$ cat src/rtl/gpio4_pkg.sv
package gpio4_pkg;
    localparam int PORT_W = 4;
    localparam int BUS_W  = 8;
    localparam int MODE_W = 3;
    localparam int LOCK_LO = 1;
    localparam int LOCK_HI = 4;

    typedef enum logic {
        SEL_DIR = 1'b0,
        SEL_DAT = 1'b1
    } reg_sel_e;

    function automatic logic mode_locked(input logic [MODE_W-1:0] m);
        return (int'(m) >= LOCK_LO) && (int'(m) <= LOCK_HI);
    endfunction
endpackage

$ cat src/rtl/gpio4_sync.sv
module gpio4_sync #(
    parameter int W = 4
) (
    input  logic         clk,
    input  logic         arst,
    input  logic [W-1:0] async_in,
    output logic [W-1:0] sync_out
);
    typedef struct packed {
        logic [W-1:0] s1;
        logic [W-1:0] s2;
    } sync_t;

    sync_t sync_d, sync_q;

    always_comb begin
        sync_d    = sync_q;
        sync_d.s1 = async_in;
        sync_d.s2 = sync_q.s1;
    end

    always_ff @(posedge clk or posedge arst) begin
        if (arst) sync_q <= '0;
        else      sync_q <= sync_d;
    end

    assign sync_out = sync_q.s2;
endmodule

$ cat src/rtl/gpio4_regs.sv
module gpio4_regs
    import gpio4_pkg::*;
#(
    parameter int PW = 4
) (
    input  logic          clk,
    input  logic          arst,
    input  logic          sw_standby,
    input  logic          locked,
    input  logic          wr,
    input  logic          sel,
    input  logic [PW-1:0] wdata,
    output logic [PW-1:0] dir_q,
    output logic [PW-1:0] dat_q
);
    typedef struct packed {
        logic [PW-1:0] dir;
        logic [PW-1:0] dat;
    } regs_t;

    localparam regs_t RST_VAL = '{dir: '0, dat: '0};

    regs_t regs_d, regs_q;

    always_comb begin
        regs_d = regs_q;
        if (wr && !sw_standby) begin
            if (reg_sel_e'(sel) == SEL_DIR && !locked) regs_d.dir = wdata;
            if (reg_sel_e'(sel) == SEL_DAT)            regs_d.dat = wdata;
        end
    end

    always_ff @(posedge clk or posedge arst) begin
        if (arst) regs_q <= RST_VAL;
        else      regs_q <= regs_d;
    end

    assign dir_q = regs_q.dir;
    assign dat_q = regs_q.dat;


    sw_hold_chk: assert property (@(posedge clk) disable iff (arst)
        sw_standby |=> ($stable(regs_q.dir) && $stable(regs_q.dat)));


    locked_wr_chk: assert property (@(posedge clk) disable iff (arst)
        (locked && wr && reg_sel_e'(sel) == SEL_DIR) |=> $stable(regs_q.dir));
endmodule

$ cat src/rtl/gpio4_readmux.sv
module gpio4_readmux
    import gpio4_pkg::*;
#(
    parameter int PW = 4,
    parameter int BW = 8
) (
    input  logic          rd,
    input  logic          sel,
    input  logic [PW-1:0] dir_eff,
    input  logic [PW-1:0] dat,
    input  logic [PW-1:0] pin_sync,
    output logic [BW-1:0] rdata
);
    localparam int RSV_W = BW - PW;

    logic [PW-1:0] mix;

    for (genvar i = 0; i < PW; i++) begin : g_bit
        assign mix[i] = dir_eff[i] ? dat[i] : pin_sync[i];
    end

    always_comb begin
        if (!rd)                           rdata = '0;
        else if (reg_sel_e'(sel) == SEL_DAT) rdata = {{RSV_W{1'b1}}, mix};
        else                               rdata = '1;
    end
endmodule

$ cat src/rtl/gpio4_port.sv
module gpio4_port
    import gpio4_pkg::*;
#(
    parameter int PIN_W = gpio4_pkg::PORT_W,
    parameter int DBW   = gpio4_pkg::BUS_W,
    parameter int MW    = gpio4_pkg::MODE_W
) (
    input  logic             clk,
    input  logic             rst_n,
    input  logic             hw_standby,
    input  logic             sw_standby,
    input  logic [MW-1:0]    mode,
    input  logic             bus_sel,
    input  logic             bus_wr,
    input  logic             bus_rd,
    input  logic [DBW-1:0]   bus_wdata,
    output logic [DBW-1:0]   bus_rdata,
    input  logic [PIN_W-1:0] pin_in,
    output logic [PIN_W-1:0] pin_oe,
    output logic [PIN_W-1:0] pin_out
);
    localparam int RSV_W = DBW - PIN_W;

    logic             arst;
    logic             locked;
    logic [PIN_W-1:0] dir_q, dat_q, dir_eff, pin_sync;
    logic             unused_hi;

    assign arst      = hw_standby | ~rst_n;
    assign locked    = mode_locked(3'(mode));
    assign unused_hi = &{1'b0, bus_wdata[DBW-1:PIN_W]};

    gpio4_regs #(.PW(PIN_W)) i_regs (
        .clk        (clk),
        .arst       (arst),
        .sw_standby (sw_standby),
        .locked     (locked),
        .wr         (bus_wr),
        .sel        (bus_sel),
        .wdata      (bus_wdata[PIN_W-1:0]),
        .dir_q      (dir_q),
        .dat_q      (dat_q)
    );

    gpio4_sync #(.W(PIN_W)) i_sync (
        .clk      (clk),
        .arst     (arst),
        .async_in (pin_in),
        .sync_out (pin_sync)
    );

    assign dir_eff = locked ? {PIN_W{1'b1}} : dir_q;
    assign pin_oe  = dir_eff;
    assign pin_out = dat_q;

    gpio4_readmux #(.PW(PIN_W), .BW(DBW)) i_rmux (
        .rd       (bus_rd),
        .sel      (bus_sel),
        .dir_eff  (dir_eff),
        .dat      (dat_q),
        .pin_sync (pin_sync),
        .rdata    (bus_rdata)
    );


    locked_oe_chk: assert property (@(posedge clk) disable iff (arst)
        locked |-> (pin_oe == {PIN_W{1'b1}}));


    dir_read_ones_chk: assert property (@(posedge clk) disable iff (arst)
        (bus_rd && !bus_sel) |-> (bus_rdata == {DBW{1'b1}}));


    rsv_read_ones_chk: assert property (@(posedge clk) disable iff (arst)
        (bus_rd && bus_sel) |-> (bus_rdata[DBW-1:PIN_W] == {RSV_W{1'b1}}));


    idle_rdata_chk: assert property (@(posedge clk) disable iff (arst)
        !bus_rd |-> (bus_rdata == '0));


    sw_pins_hold_chk: assert property (@(posedge clk) disable iff (arst)
        sw_standby |=> ($stable(pin_oe) && $stable(pin_out)));
endmodule

$ cat config.mk
export PLATFORM = sky130hd
export DESIGN_NAME = gpio4_port
export DESIGN_NICKNAME = d
export VERILOG_FILES = /design/src/rtl/gpio4_pkg.sv /design/src/rtl/gpio4_sync.sv /design/src/rtl/gpio4_regs.sv /design/src/rtl/gpio4_readmux.sv /design/src/rtl/gpio4_port.sv
export SDC_FILE = /design/constraint.sdc
export NUM_CORES = 1
export LEC_CHECK = 0
export ABC_AREA = 0
export BUFFER_PORTS_ARGS = -buffer_cell sky130_fd_sc_hd__clkbuf_2
export CORE_MARGIN = 2
export CORE_UTILIZATION = 30
export DETAILED_ROUTE_END_ITERATION = 16
export PLACE_DENSITY = 0.54
export SYNTH_ARGS = -nofsm -noshare
export SYNTH_HDL_FRONTEND = slang
export SYNTH_SLANG_ARGS = --single-unit
export TNS_END_PERCENT = 1
$ cat constraint.sdc
create_clock -name clk -period 1.65 [get_ports clk]
set_clock_uncertainty 0.05 [all_clocks]
set_input_delay 0.0825 -clock clk [delete_from_list [all_inputs] [get_ports clk]]
set_output_delay 0.0825 -clock clk [all_outputs]
set_load 0.05 [all_outputs]
; ---- Word-level counts from Yosys, hierarchy flattened
; Index checks and enable logic that the tools add are counted.
; W data, S select, Z words.
[totals]
register_bits = 16
latchBits = 0
mem_bits_rw = 0
romBits = 0
word_cells = 23
n_memories = 0
[op_classes]
add_sub_neg = 0
n_mul = 0
div = 0
order_cmp = 2
eq_ne = 0
shifts = 0
muxes = 7
n_bitwise = 3
n_reduce_logical = 7
[op_table]
columns = op, n
row1 = $mux W4, 2
row2 = $mux W8, 1
row3 = $mux W1, 4
row4 = $reduce_and A2 Y1, 2
row5 = $ge A3 B1 Y1 const B, 1
row6 = $le A3 B3 Y1 const B, 1
row7 = $logic_and A1 B1 Y1, 3
row8 = $logic_not A1 Y1, 2
row9 = $not A1 Y1, 2
row10 = $or A1 B1 Y1, 1

; ---- Longest topological paths before layout
; Gate-level depths: netlist of run 1.
[depth]
ltp_word = 6
depth_mapped = 3

; ---- Cells and area by module
; A second synthesis of run 1 with hierarchy kept.
[hier_totals]
cells_unflattened = 48
area_unflattened_um2 = 688.2
[modules_own_cells]
columns = mod, instances, cells_each, area_per_inst_um2, seq_area_each_um2
row1 = gpio4_regs, 1, 19, 325.3, 200.2
row2 = gpio4_sync, 1, 9, 203.9, 200.2
row3 = gpio4_readmux, 1, 12, 100.1, 0.0
row4 = gpio4_port, 1, 8, 58.8, 0.0

; ---- Least setup slack after synthesis of run 1
; No wires, ideal clock.
[synth_timing]
path_kind = register -> output
from = register i_regs.regs_q[0], in the netlist i_regs.dat_q[0]
to = output port bus_rdata[0]
arrival_ps = 1688
required_time_ps = 1517
path_slack_ps = -171
stages_incl_launch_ff = 3
n_path_buf = 0
path_cell_list = dfrtp_1 > o211ai_1 > a31oi_1
[synth_via]
elab_chain_cells = 3
[synth_lines]
columns = item, line
row1 = "start, declared", gpio4_regs.sv:23  ; regs_t regs_d, regs_q;
row2 = "start signal, assigned", gpio4_regs.sv:35  ; else regs_q <= regs_d;
row3 = $mux W1, gpio4_readmux.sv:19  ; assign mix[i] = dir_eff[i] ? dat[i] : pin_sync[i];
row4 = $mux W4, gpio4_readmux.sv:24  ; else if (reg_sel_e'(sel) == SEL_DAT) rdata = {{RSV_W{1'b1}}, mix};
row5 = $mux W8, gpio4_readmux.sv:23  ; if (!rd) rdata = '0;
row6 = "end, declared", gpio4_port.sv:17  ; output logic [DBW-1:0] bus_rdata,
; Every way passes these cells.

; ---- Worst setup path after layout of run 1
[layout_timing]
from = register i_regs.regs_q[7], in the netlist i_regs.dir_q[3]
to = output port bus_rdata[3]
[layout_via]
elab_chain_cells = 4
[layout_lines]
columns = item, line
row1 = $mux W4, gpio4_port.sv:52  ; assign dir_eff = locked ? {PIN_W{1'b1}} : dir_q;
row2 = $mux W1, gpio4_readmux.sv:19
row3 = $mux W4, gpio4_readmux.sv:24
row4 = $mux W8, gpio4_readmux.sv:23
; Every way passes these cells.

==> results of run 1 <==
## repair_timing
item	in CTS	in global routing
hold endpoints to repair	28	0
resized for setup	8	0
endpoints found under the setup margin	4	4
hold buffers	10	0
cloned	0	0
buffers inserted	2	0
pin swaps	9	2
## worst max path at each step
stage	start	endpoint	slack, ns	cells after the start
after CTS	i_regs.dir_q[2]$_DFFE_PP0P_	bus_rdata[2]	-0.04	4
final	i_regs.dir_q[3]$_DFFE_PP0P_	bus_rdata[3]	-0.01	4
after floorplan	i_regs.dat_q[1]$_DFFE_PP0P_	bus_rdata[1]	-0.17	2
after detailed placement	i_regs.dir_q[3]$_DFFE_PP0P_	bus_rdata[3]	0.13	4
after global routing	i_regs.dir_q[2]$_DFFE_PP0P_	bus_rdata[2]	-0.10	4
after global placement	i_regs.dir_q[3]$_DFFE_PP0P_	bus_rdata[3]	0.15	4
## cells in the final DEF, fill, tap and decap left out
cell type / count
clkbuf_8: 5
a31oi_1: 3
dfrtp_1: 16
o21ai_0: 4
inv_1: 1
clkbuf_4: 3
o211ai_1: 4
or2b_1: 4
nor3_4: 1
nor2_1: 2
o21ai_4: 1
clkbuf_2: 29
mux2_2: 8
nand3b_1: 1
or2_2: 4
dlygate4sd3_1: 10
a31oi_2: 1
nor2b_1: 5
nor3b_2: 1
o21a_4: 1
buf_4: 3
or4_1: 4
## cells in the mapped netlist
| cell type | count |
|---|---|
| nand3b_1 | 1 |
| inv_1 | 1 |
| buf_4 | 4 |
| or2b_1 | 4 |
| or2_2 | 4 |
| nor3_4 | 1 |
| nor2b_1 | 5 |
| a31oi_1 | 4 |
| dfrtp_1 | 16 |
| mux2_2 | 8 |
| o211ai_1 | 4 |
| o21ai_0 | 4 |
| or4_1 | 4 |
| o21a_4 | 1 |
| nor3b_2 | 1 |
| o21ai_4 | 1 |
| nor2_1 | 2 |
## layout make-up
class,count,area share [%]
multi-input combinational,44,31.2
clock buffer,4,3.12
sequential,16,34.4
timing repair buffer,46,27.7
tap,30,3.23
inverter,1,0.323
## through the flow
stage	setup WS (ns)	setup TNS (ns)	instances	total power, mW	cell area [um^2]
final	-0.0119	-0.0172	141	1.19	1160
after CTS	-0.0374	-0.0773	141	1.20	1160
after detailed placement	0.132	0	125	0.891	977
after global placement	0.146	0	125	0.885	977
after floorplan	-0.171	-0.512	65	0.794	797
after global routing	-0.103	-0.308	141	1.24	1160
## registers in the layout, summed over array words and instances (netlist names)
name,flops
i_regs.dat_q,4
i_regs.dir_q,4
i_sync.sync_out,4
i_sync.sync_d,4
## layer usage
metal	vias up	wire length [um]	global-route usage [%]
met3	4	83	1.87
met5	-	0	0
met4	0	31	5.23
li1	326	-	-
met1	317	755	14.7
met2	23	945	22.3
## cell families after synthesis
logic type | after synthesis | synth area share [%]
simple gates | 22 | 20.3
flops | 16 | 50.6
compound gates | 14 | 13.4
mux | 8 | 11.4
buf+inv | 5 | 4.27
## worst register-to-register path, stage by stage (launching register included)
cell	delay, ns
dfrtp_1	0.39
buf_4	0.14
mux2_2	0.26
## power by group through the flow
stage,combinational (mW),sequential [mW],clock [mW]
final,0.456,0.479,0.251
after global routing,0.485,0.487,0.270
after CTS,0.459,0.480,0.262
after detailed placement,0.396,0.495,0
after global placement,0.392,0.493,0
after floorplan,0.244,0.550,0
==> results.toml, run 1 <==
[min_path]
hold_path_class = "input port to register"
hold_depth = 4
hp-start = "sw_standby"
holdPathEnd = "i_regs.dir_q[0]$_DFFE_PP0P_"

[synth]
synthCells = 65
yosysSeqAreaShare_pct = 50.6
ys_seq_elements = 16
syn-num-nets = 87
post-synth-top-area-cell = "dfrtp_1"
synth_cell_types = 17
ys_warn_count = 0
synth.avg_cell_area_um2 = 12.2
yosysTopAreaCellShare_pct = 50.6
synthTopCellsByArea = "dfrtp_1, mux2_2, nor2b_1"
syn_area_um2 = 791

[clock_network]
clockBufferDepth = 2
numCtsBuffers = 3
clock_latency_ns = 0.28
h-tree-depth = 1
tritoncts = "yes"
clockRootBuffer = "clkbuf_4"
clkSinkCount = 16
clkTransAtPathRegs_ns = 0.09

[setup_path]
path_class = "register to primary output"
worst-r2r-cell-count = 2
required_ns = 1.52
rr_startpoint = "i_regs.dir_q[2]$_DFFE_PP0P_"
worstReg2RegEnd = "i_regs.dir_q[2]$_DFFE_PP0P_"
crit_family = "simple AND/OR/NAND/NOR gates"
crit_arrival_ns = 1.53
slowest_stage = "or4_1"
end_kind = "primary output"
worst-r2r-setup-slack_ns = 0.70
cpPeakStageDelay_ns = 0.46
cp_max_fo = 2
cp_num_buf_inv = 1
start_kind = "register"
crit_chain = "or4_1, o211ai_1, a31oi_1, clkbuf_8"

[finish]
synthToLayoutAreaGrowth_pct = 47.2
n_fill_cell = 238
n_antenna_cell = 0
drive_above_1_share_pct = 51.4
postLayoutCoreUtil_pct = 47.0
nets = 134
seq_area_um2 = 400
multi_input_area_um2 = 363

[global_route]
antenna_found_initial = 0
grt_pass1_wl_um = 2980
grt_pass1_vias = 671
grt_overflow = 0
grt_max_degree = 17
grt_util_all_layers_pct = 12.5

[routing]
wire_per_inst_um = 12.9
dr.first_iter.drc_count = 8
dr.pass1.iters = 4
vias = 670
ant_nets = 0
totalWireLength_um = 1820
drc = 0
vias_per_cell = 4.75

[pwr]
p_clk_share_pct = 21.2
intPower_mw = 0.751
combPwrFrac_pct = 38.5
power_density_nw_per_um2 = 1020
pwr-share-seq_pct = 40.4
vdd_drop_max_v = 0.000609
switching_share_pct = 36.7
power_leakage_nw = 0.537
switchingPower_mw = 0.435

[timing]
rsz0062_at_grt = "true"
min_period_over_period_pct = 101
max_freq_mhz = 602
hold_viol = 0
hold_ws_ns = 0.167
maxSlewViolCount = 0
layout_min_cycle_time_ns = 1.66
tightest_slew_ns = 0.321
maxSlewHeadroom_pct = 78.5
layout_setup_ws_ns = -0.0119
setup_viol = 2

[status]
status = "finished with violations"
violations = "negative setup slack"

[floorplanning]
rows = 18
io_pins = 38
coreArea_um2 = 2480
start_util_pct = 31.9
die_x_um = 55.3
die-area_um2 = 3060
die_y_um = 55.3

[placed_design]
port_buffers = 33
place_congestion = 0.708
post-dp-hpwl_um = 1310

[flow_run]
drv_cap = 0
No activity file was read; power rests on OpenSTA's default activity.
==> run 2: changes to the inputs <==
==> constraint.sdc (replaced) <==
create_clock -name clk -period 1.65 [get_ports clk]
set_clock_uncertainty 0.05 [all_clocks]
set_input_delay 0.2475 -clock clk [delete_from_list [all_inputs] [get_ports clk]]
set_output_delay 0.2475 -clock clk [all_outputs]
set_load 0.05 [all_outputs]
==> run 2 against run 1 <==
Net effect:
- the flow still finishes with violations (negative setup slack)
- clock-buffer cell count unchanged
- register-to-register slack worse by 0.02 ns
- first-iteration DRC count down 13%
- utilization up 0.051 points
- fmax down 10%
- sequential power about the same
- power up 2.2%
- worst hold slack worse by 0.15 ns
- critical path type unchanged
- critical endpoint unchanged
==> results.toml, run 2 (synthesis results as in run 1) <==
[status]
status = "finished with violations"
violations = "negative setup slack"

[timing]
tightest_slew_ns = 0.289
rsz0062_at_grt = "true"
fin_setup_tns_ns = -0.749
maxSlewHeadroom_pct = 80.7
setup_viol = 4
min_period_over_period_pct = 112
hold_viol = 0
maxSlewViolCount = 0
layout_min_cycle_time_ns = 1.85
max_freq_mhz = 539
layout_setup_ws_ns = -0.205
hold_ws_ns = 0.0190

[clock_network]
clockBufferDepth = 2
clock_latency_ns = 0.29
tritoncts = "yes"
numCtsBuffers = 3
h-tree-depth = 1
clkSinkCount = 16
clkTransAtPathRegs_ns = 0.09
clockRootBuffer = "clkbuf_4"

[finish]
layout_common_cells = "clkbuf_2, dfrtp_1, mux2_2, buf_4, nor2b_1"
postLayoutCoreUtil_pct = 47.0
n_antenna_cell = 0
n_fill_cell = 230
layout_commonest_cell = "clkbuf_2"
drive_above_1_share_pct = 59.6
synthToLayoutAreaGrowth_pct = 47.3
fin_cells = 139
nets = 132

[setup_path]
cp_num_buf_inv = 2
cpPeakStageDelay_ns = 0.38
required_ns = 1.35
start_kind = "register"
end_kind = "primary output"
crit_family = "flip-flops"
cp_max_fo = 4
crit_chain = "buf_4, or2b_1, o211ai_1, a31oi_2, clkbuf_8"
slowest_stage = "dfrtp_1"
crit_arrival_ns = 1.56
path_class = "register to primary output"

[floorplanning]
die_y_um = 55.3
die-area_um2 = 3060
rows = 18
io_pins = 38
start_util_pct = 31.9
die_x_um = 55.3
coreArea_um2 = 2480

[global_route]
gr-usage-met3_pct = 2.11
grt_util_met2_pct = 19.6
grt_pass1_vias = 634
grt_overflow = 0
grt_pass1_wl_um = 2880
grt_busiest_layer = "met2"
grt_max_degree = 17
grt_util_all_layers_pct = 11.9
antenna_found_initial = 0
met1_usage_pct = 14.8

[placed_design]
port_buffers = 33
placedCellCount = 130
place_ws_ns = -0.108
place_congestion = 0.781

[routing]
totalWireLength_um = 1710
drc = 0
dr.pass1.iters = 4
ant_nets = 0
wire_per_inst_um = 12.3
vias = 659
dr.first_iter.drc_count = 7
vias_per_cell = 4.74

[flow_run]
drv_cap = 0

[pwr]
power_leakage_nw = 0.532
power_density_nw_per_um2 = 1040
vdd_drop_max_v = 0.000691

[min_path]
hold_path_class = "input port to register"
==> run 2: where the power goes <==
part / internal, mW / switching (mW) / total (mW)
combinational: 0.182 / 0.293 / 0.475
clock: 0.134 / 0.124 / 0.259
sequential: 0.445 / 0.0341 / 0.479
total: 0.761 / 0.452 / 1.21
==> run 2: repair_timing <==
action                                  in CTS  in global routing
pin swaps                                    9                  6
setup buffers                                1                  0
hold buffers                                 2                  2
gates cloned                                 0                  0
endpoints found under the setup margin       4                  8
endpoints found under the hold margin       16                  2
gates resized for setup                      8                  5
==> run 2: worst paths after layout <==
kind | depth (start not counted) | slack [ns] | to | startpoint
max reg2reg | 2 | 0.68 | i_regs.dir_q[0]$_DFFE_PP0P_ | i_regs.dir_q[0]$_DFFE_PP0P_
min in group asynchronous | 4 | 0.48 | i_sync.sync_d[0]$_DFF_PP0_ | rst_n
max in group asynchronous | 5 | 0.33 | i_regs.dat_q[3]$_DFFE_PP0P_ | hw_standby
min reg2reg | 0 | 0.31 | i_sync.sync_out[2]$_DFF_PP0_ | i_sync.sync_d[2]$_DFF_PP0_
max | 5 | -0.20 | bus_rdata[3] | i_regs.dir_q[3]$_DFFE_PP0P_
min | 1 | 0.02 | i_sync.sync_d[2]$_DFF_PP0_ | pin_in[2]
==> run 2: per-stage QoR <==
step | power (mW) | area (um^2)
2_1_floorplan | 0.806 | 825
3_3_place_gp | 0.923 | 1040
3_5_place_dp | 0.930 | 1040
4_1_cts | 1.22 | 1140
5_1_grt | 1.27 | 1160
6_report | 1.21 | 1160
==> run 2: metal layers <==
metal | part of all wire [%] | vias up
met4 | 1.0 | 0
met5 | 0 | -
met2 | 50 | 29
met1 | 41 | 308
met3 | 7.2 | 2
li1 | - | 320
==> run 2: final cells by class <==
| cell class | instances | area [um^2] | area share, % |
|---|---|---|---|
| sequential | 16 | 400 | 34.4 |
| multi-input combinational | 44 | 393 | 33.7 |
| timing repair buffer | 44 | 294 | 25.2 |
| tap | 30 | 37.5 | 3.22 |
| clock buffer | 4 | 36.3 | 3.11 |
| inverter | 1 | 3.75 | 0.322 |
==> run 2: worst register-to-register path, cell delays in order, from the launching register on <==
cell	delay (ns)
dfrtp_1	0.41
buf_4	0.14
mux2_2	0.26
==> run 3: changes to the inputs <==
--- a/config.mk
+++ b/config.mk
@@ -10,7 +10,8 @@
 export CORE_MARGIN = 2
 export CORE_UTILIZATION = 30
 export DETAILED_ROUTE_END_ITERATION = 16
-export PLACE_DENSITY = 0.54
+export PLACE_DENSITY = 0.56
+export SKIP_LAST_GASP = 1
 export SYNTH_ARGS = -nofsm -noshare
 export SYNTH_HDL_FRONTEND = slang
 export SYNTH_SLANG_ARGS = --single-unit
==> constraint.sdc (replaced) <==
create_clock -name clk -period 1.6 [get_ports clk]
set_clock_uncertainty 0.05 [all_clocks]
set_input_delay 0.24 -clock clk [delete_from_list [all_inputs] [get_ports clk]]
set_output_delay 0.24 -clock clk [all_outputs]
set_load 0.05 [all_outputs]
==> run 3 against run 2 <==
Net effect:
- the flow still finishes with violations (negative setup slack)
- utilization grew 0.71 points
- worst hold slack gained 0.12 ns
- clock power grew 2%
- setup slack lost 0.042 ns
- non-clock buffer count grew 3
- critical path depth shrank 1
- critical path type unchanged
- cell area grew 1.5%
- register-to-register slack lost 0.02 ns
- combinational power grew 4.8%
- die area is the same
- first-iteration DRC count grew 14%
==> results.toml, run 3 (synthesis results as in run 1) <==
[finish]
layout_commonest_cell = "clkbuf_2"
nets = 135
drive_above_1_share_pct = 58.0
n_fill_cell = 247
layout_common_cells = "clkbuf_2, dfrtp_1, mux2_2, buf_4, dlygate4sd3_1"
synthToLayoutAreaGrowth_pct = 49.5
n_antenna_cell = 0

[timing]
setup_viol = 8
layout_min_cycle_time_ns = 1.85
layout_setup_ws_ns = -0.247
maxSlewHeadroom_pct = 73.8
tightest_slew_ns = 0.389
rsz0062_at_grt = "true"
max_freq_mhz = 541
hold_viol = 0
fin_setup_tns_ns = -1.15
min_period_over_period_pct = 115
maxSlewViolCount = 0

[global_route]
grt_overflow = 0
grt_pass1_vias = 646
antenna_found_initial = 0
grt_max_degree = 17
grt_util_all_layers_pct = 12.2
grt_pass1_wl_um = 2860

[clock_network]
numCtsBuffers = 3
clkTransAtPathRegs_ns = 0.09
clock_latency_ns = 0.29
clkSinkCount = 16
cts_setup_buffers = 0
clockBufferDepth = 2
clockRootBuffer = "clkbuf_4"
h-tree-depth = 1
tritoncts = "yes"

[pwr]
combPwrFrac_pct = 39.8
power_density_nw_per_um2 = 1060
power.total_mw = 1.25
switching_share_pct = 36.9
power_leakage_nw = 0.545
p_clk_share_pct = 21.0
switchingPower_mw = 0.463
vdd_drop_max_v = 0.000628
pwr-share-seq_pct = 39.2
intPower_mw = 0.790

[setup_path]
cp_max_fo = 2
start_kind = "register"
crit_arrival_ns = 1.56
required_ns = 1.31
path_class = "register to primary output"
end_kind = "primary output"
worst-r2r-setup-slack_ns = 0.66

[placed_design]
place_ws_ns = -0.140
port_buffers = 33
post-dp-hpwl_um = 1340
place_congestion = 0.805

[routing]
ant_nets = 0
wire_per_inst_um = 11.8
totalWireLength_um = 1680
vias_per_cell = 4.64
drc = 0
dr.pass1.iters = 4
vias = 659
dr.first_iter.drc_count = 8

[flow_run]
drv_cap = 0

[floorplanning]
die-area_um2 = 3060
io_pins = 38
coreArea_um2 = 2480
die_y_um = 55.3
rows = 18
die_x_um = 55.3
start_util_pct = 31.9

[min_path]
hold_path_class = "input port to register"

[status]
status = "finished with violations"
violations = "negative setup slack"
[run 3: changes by cell type in the layout (fill, tap and decap cells not counted), sizes merged]
cell and delta:
clkbuf +4, buf -3, dlygate4sd3 +2
[run 3: worst paths after layout]
path	from	endpoint	cells past startpoint
worst max-delay path	i_regs.dir_q[3]$_DFFE_PP0P_	bus_rdata[3]	4
max in group asynchronous	hw_standby	i_regs.dir_q[1]$_DFFE_PP0P_	5
worst min-delay path	bus_wdata[3]	i_regs.dir_q[3]$_DFFE_PP0P_	2
worst min register to register	i_sync.sync_d[1]$_DFF_PP0_	i_sync.sync_out[1]$_DFF_PP0_	0
worst max register to register	i_regs.dir_q[0]$_DFFE_PP0P_	i_regs.dir_q[0]$_DFFE_PP0P_	2
min in group asynchronous	rst_n	i_sync.sync_d[3]$_DFF_PP0_	4
[run 3: metal layers]
metal / routed length, um / track usage (%)
met4: 29 / 8.36
met2: 826 / 19.7
met1: 716 / 14.4
met3: 103 / 2.34
met5: 0 / 0
[run 3: layout make-up]
type	count	area (um^2)	area share, %
multi-input combinational	44	390	33.0
sequential	16	400	33.9
tap	30	37.5	3.17
timing repair buffer	47	314	26.6
inverter	1	3.75	0.317
clock buffer	4	36.3	3.07
[run 3: per-stage QoR]
step / hold slack [ns] / utilization, % / area [um^2] / instances
6_report: 0.140 / 47.7 / 1180 / 142
5_1_grt: 0.143 / 47.7 / 1180 / 142
4_1_cts: 0.127 / 47.7 / 1180 / 142
3_5_place_dp: 0.259 / 42.7 / 1060 / 132
3_3_place_gp: 0.252 / 42.7 / 1060 / 132
2_1_floorplan: 0.221 / - / 825 / 65
[run 3: critical path, stage by stage, from the launching register on]
cell and delay (ns):
dfrtp_1 0.38, or4_1 0.46, o211ai_1 0.12, a31oi_2 0.12, clkbuf_8 0.19
[run 3: timing repair]
| item | in CTS | in global routing |
|---|---|---|
| pin swaps | 6 | 0 |
| gates cloned | 0 | 0 |
| endpoints found under the hold margin | 20 | 0 |
| endpoints found under the setup margin | 8 | 8 |
| hold buffers | 6 | 0 |
| resized for setup | 7 | 0 |
[run 3: power by group through the flow]
stage	sequential, mW	combinational, mW	clock, mW
CTS	0.493	0.504	0.284
finish	0.491	0.498	0.264
global route	0.499	0.532	0.294
global placement	0.500	0.471	0
detailed placement	0.501	0.476	0
floorplan	0.567	0.264	0
